[config.mk]
export PLATFORM = sky130hd
export DESIGN_NAME = phy_tx_shaper
export DESIGN_NICKNAME = d
export VERILOG_FILES = /design/src/rtl/phy_tx_shaper.sv
export SDC_FILE = /design/constraint.sdc
export NUM_CORES = 1
export LEC_CHECK = 0
export BUFFER_PORTS_ARGS = -buffer_cell sky130_fd_sc_hd__buf_2
export CORE_ASPECT_RATIO = 1.75
export CORE_MARGIN = 4
export CORE_UTILIZATION = 35
export DETAILED_ROUTE_END_ITERATION = 10
export GPL_TIMING_DRIVEN = 0
export PLACE_DENSITY = 0.54
export SYNTH_ARGS = -nofsm -noshare
export SYNTH_HDL_FRONTEND = slang
export SYNTH_SLANG_ARGS = --single-unit
[constraint.sdc]
create_clock -name clk -period 3.3 [get_ports clk]
set_input_delay 0.33 -clock clk [delete_from_list [all_inputs] [get_ports clk]]
set_output_delay 0.33 -clock clk [all_outputs]
set_load 0.01 [all_outputs]
[src/rtl/phy_tx_shaper.sv]
module phy_tx_shaper #(
  parameter int SLOW_REPEAT = 10
) (
  input  logic       clk,
  input  logic       rst_n,
  input  logic       cfg_rmii,
  input  logic [1:0] cfg_speed,
  input  logic [7:0] in_data,
  input  logic       in_valid,
  input  logic       in_err,
  output logic       in_ready,
  output logic [3:0] txd_rise,
  output logic [3:0] txd_fall,
  output logic       ctl_rise,
  output logic       ctl_fall
);

  localparam int RW = $clog2(SLOW_REPEAT + 1);

  logic          act;
  logic          err_q;
  logic [7:0]    hold;
  logic [1:0]    sym;
  logic [RW-1:0] rep;

  logic          gig;
  logic          rmii_slow;
  logic [1:0]    last_sym;
  logic [RW-1:0] last_rep;
  logic          done;
  logic [3:0]    nib;
  logic [1:0]    dib;

  assign gig       = cfg_speed[1];
  assign rmii_slow = cfg_rmii && (cfg_speed == 2'd0);
  assign last_sym  = cfg_rmii ? 2'd3 : (gig ? 2'd0 : 2'd1);
  assign last_rep  = rmii_slow ? RW'(SLOW_REPEAT - 1) : '0;
  assign done      = (sym == last_sym) && (rep == last_rep);
  assign in_ready  = !act || done;

  always_ff @(posedge clk) begin
    if (!rst_n) begin
      act   <= 1'b0;
      err_q <= 1'b0;
      hold  <= '0;
      sym   <= '0;
      rep   <= '0;
    end else if (in_ready) begin
      act   <= in_valid;
      err_q <= in_valid && in_err;
      hold  <= in_valid ? in_data : 8'h00;
      sym   <= '0;
      rep   <= '0;
    end else if (rep == last_rep) begin
      rep <= '0;
      sym <= sym + 2'd1;
    end else begin
      rep <= rep + 1'b1;
    end
  end

  assign nib = sym[0] ? hold[7:4] : hold[3:0];

  always_comb begin
    case (sym)
      2'd0:    dib = hold[1:0];
      2'd1:    dib = hold[3:2];
      2'd2:    dib = hold[5:4];
      default: dib = hold[7:6];
    endcase
  end

  always_comb begin
    txd_rise = 4'h0;
    txd_fall = 4'h0;
    ctl_rise = 1'b0;
    ctl_fall = 1'b0;
    if (act) begin
      ctl_rise = 1'b1;
      if (cfg_rmii) begin
        txd_rise = {2'b00, dib};
        txd_fall = {2'b00, dib};
        ctl_fall = 1'b1;
      end else begin
        ctl_fall = !err_q;
        if (gig) begin
          txd_rise = hold[3:0];
          txd_fall = hold[7:4];
        end else begin
          txd_rise = nib;
          txd_fall = nib;
        end
      end
    end
  end

  a_r2_gig_always_ready: assert property (@(posedge clk) disable iff (!rst_n)
    (!cfg_rmii && gig) |-> in_ready);

  a_r3_single_rate: assert property (@(posedge clk) disable iff (!rst_n)
    (cfg_rmii || !gig) |-> (txd_rise == txd_fall));

  a_r4_upper_bits_idle: assert property (@(posedge clk) disable iff (!rst_n)
    cfg_rmii |-> (txd_rise[3:2] == 2'b00 && ctl_fall == ctl_rise));

  a_r5_slow_hold: assert property (@(posedge clk) disable iff (!rst_n)
    (rmii_slow && act && rep != '0) |-> ($stable(txd_rise) && $stable(ctl_rise)));

  a_r8_idle_quiet: assert property (@(posedge clk) disable iff (!rst_n)
    !ctl_rise |-> (txd_rise == 4'h0 && txd_fall == 4'h0 && !ctl_fall));

  a_r9_accept_drives: assert property (@(posedge clk) disable iff (!rst_n)
    (in_ready && in_valid) |=> ctl_rise);

  a_r9_busy_stays: assert property (@(posedge clk) disable iff (!rst_n)
    !in_ready |=> ctl_rise);

endmodule

==> results.ini <==
[clock_tree]
post_cts_resized = 0
cts.path.max_buffers = 2
cts_made_buffers = 3
cts.sinks = 16
cts_tree = yes
clk_transition_reported_paths_ns = 0.07
cts_post_setup_buffers_inserted = 0
ctsHoldBuffers = 0
clk-insertion-delay-late_ns = 0.25
cts-htree-levels = 1
clock-root-buffer = sky130_fd_sc_hd__clkbuf_8

[route]
ant_nets = 0
initialDrtViolationCount = 13
postRouteWirelength_mm = 2.44
drtPass1Iterations = 4
routed_wire_per_std_cell_um = 15.1
routed_via_density = 5.38
num_vias = 866
remaining_drc_errors = 0

[place]
finalWeightedCongestion = 0.760
dp_hpwl_mm = 1.92
dpl_cell_area_sq_um = 1090
port_buffers = 24

[floorplanning]
core_area_sq_um = 2520
die_area_sq_um = 3590
io-pin-count = 26
initial_utilization = 0.370
std_cell_rows = 24
floorplan.die.height_um = 76.3
die_x_um = 47.0

[sta]
maxClockFrequency_mhz = 431
slew_headroom = 0.555
worst_slew_pin_slew_ns = 0.649
setup-tns-final_ns = 0
setup_viol_count_final = 0
fin_skew_ns = 0.00297
fin_worst_hold_slack_ns = 0.314
hold_viol = 0
rsz0062_at_grt = no
final.period_utilization = 0.702
slew_viol_final = 0
finalCriticalPeriod_ns = 2.32

[worst_setup_path]
worst_ep_required_time_ns = 2.97
critPathLaunchType = flop
critical_path.max_fanout = 10
setup_crit_end_kind = output port
worst_ep_arrival_time_ns = 1.99
worstSetupPathType = reg -> out

[global_route]
track_usage = 0.149
number_of_antenna_violations_at_the_first_check_in_global_routing = 0
globalRoute.totalOverflow = 0
first_global_vias = 866
global_route_wire_length_before_repair_mm = 3.91
grt_start_max_net_pins = 11

[layout]
fillerInstances = 270
final_layout_size_suffix_gt1_frac = 0.259
seqCellArea_sq_um = 320
layout.nets = 156
final_cell_mix = sky130_fd_sc_hd__buf_2 (24), sky130_fd_sc_hd__nand2_1 (18), sky130_fd_sc_hd__dfxtp_1 (16)
layout.cells.most_common = sky130_fd_sc_hd__buf_2
postLayoutCoreUtil = 0.452
antenna-diode-count = 0
area_growth_syn_to_layout_pct = 22.3
final_cell_area_sq_um = 1140
multiInputGateArea_sq_um = 572

[synth]
post_synth_num_cell_types = 31
synth.ff_latch_count = 16
synthesis.yosys.warnings = 0
synth_area_sq_um = 933
seq_area_frac_synth = 0.343
synth_area_per_cell_sq_um = 8.72
syn_nets = 127
synth_cells = 107

[pwr]
power_density_cells_nw_per_um2 = 435
vdd.ir_drop.worst_uv = 241
p_leak_nw = 0.490

[hold_path]
hp-class = in -> reg

[outcome]
outcome = finished clean

[flow_run]
drv.max_cap_violation_count = 0

-- final cells by class --
cell class	count	area share
clock buffer	4	0.0482
timing repair buffer	24	0.105
multi-input combinational	83	0.501
buffer	4	0.0230
tap	26	0.0285
sequential	16	0.281
inverter	4	0.0132
-- power by group --
| group | leakage (nW) | switching [W] | internal, W |
|---|---|---|---|
| Clock | 0.0288 | 0.0000700 | 0.000106 |
| Sequential | 0.131 | 0.0000152 | 0.000207 |
| Combinational | 0.329 | 0.0000496 | 0.0000486 |
| Total | 0.490 | 0.000135 | 0.000361 |
-- metal layers --
layer | track usage | share of wire
met3 | 0.0236 | 0.041
met1 | 0.173 | 0.41
met5 | 0 | 0
met2 | 0.249 | 0.54
met4 | 0.0665 | 0.0094
-- synth_stat cells --
cell type	number	area share
sky130_fd_sc_hd__a21boi_0	1	0.0080
sky130_fd_sc_hd__a21oi_1	3	0.016
sky130_fd_sc_hd__a222oi_1	2	0.021
sky130_fd_sc_hd__a2bb2oi_1	9	0.084
sky130_fd_sc_hd__a31oi_1	1	0.0067
sky130_fd_sc_hd__and2_1	1	0.0067
sky130_fd_sc_hd__and4bb_2	1	0.013
sky130_fd_sc_hd__buf_1	1	0.0040
sky130_fd_sc_hd__buf_4	1	0.0080
sky130_fd_sc_hd__buf_6	1	0.012
sky130_fd_sc_hd__clkbuf_1	1	0.0040
sky130_fd_sc_hd__dfxtp_1	16	0.34
sky130_fd_sc_hd__ha_1	5	0.067
sky130_fd_sc_hd__inv_1	4	0.016
sky130_fd_sc_hd__mux2i_1	6	0.064
sky130_fd_sc_hd__nand2_1	18	0.072
sky130_fd_sc_hd__nand2b_1	1	0.0067
sky130_fd_sc_hd__nand3_1	3	0.016
sky130_fd_sc_hd__nor2_1	10	0.040
sky130_fd_sc_hd__nor2b_1	4	0.027
sky130_fd_sc_hd__nor3_1	1	0.0054
sky130_fd_sc_hd__nor3b_2	1	0.013
sky130_fd_sc_hd__nor4_1	1	0.0067
sky130_fd_sc_hd__o2111a_1	4	0.048
sky130_fd_sc_hd__o21ai_0	4	0.021
sky130_fd_sc_hd__o21ai_2	1	0.0094
sky130_fd_sc_hd__o21bai_2	1	0.012
sky130_fd_sc_hd__o31a_2	1	0.011
sky130_fd_sc_hd__or3_1	1	0.0067
sky130_fd_sc_hd__xnor2_1	2	0.019
sky130_fd_sc_hd__xor2_1	1	0.0094
-- registers in the layout (all words and copies together) (netlist names) --
| name | count |
|---|---|
| rep | 4 |
| err_q | 1 |
| hold | 8 |
| act | 1 |
| sym | 2 |
-- final timing paths --
check | from | end | slack, ns | cells past startpoint
hold / removal | in_data[6] | hold[6] | 0.31 | 3
hold reg to reg | rep[0] | rep[0] | 0.48 | 1
setup / recovery | sym[0] | txd_rise[0] | 0.98 | 8
setup reg to reg | rep[2] | hold[2] | 1.57 | 4
-- kinds of logic (layout without fill, tap and decap cells) --
logic type,after synthesis,in the layout,synth area share
flip-flops,16,16,0.343
AO/OA/AOI/OAI,27,27,0.239
multiplexers,6,6,0.0643
buffers and inverters,8,36,0.0442
AND/OR/NAND/NOR,42,42,0.214
adder cells (fa/ha/maj),5,5,0.0670
XOR/XNOR,3,3,0.0282
-- worst max-delay path, cell delays in order, from the launching register on --
cell and delay, ns:
sky130_fd_sc_hd__dfxtp_1 0.38, sky130_fd_sc_hd__buf_6 0.16, sky130_fd_sc_hd__inv_1 0.08, sky130_fd_sc_hd__ha_1 0.21, sky130_fd_sc_hd__a222oi_1 0.30, sky130_fd_sc_hd__nor2b_1 0.16, sky130_fd_sc_hd__o21ai_0 0.12, sky130_fd_sc_hd__o2111a_1 0.17
sky130_fd_sc_hd__buf_2 0.14
-- metrics by stage --
stage | cells | setup WS (ns) | power (W)
after global routing | 161 | 0.815 | 0.000523
final | 161 | 0.982 | 0.000496
after CTS | 161 | 0.976 | 0.000504
after detailed placement | 157 | 1.23 | 0.000325
after floorplan | 107 | 1.51 | 0.000289
after global placement | 157 | 1.25 | 0.000322
Note: power is estimated with default switching activity, not from simulation.
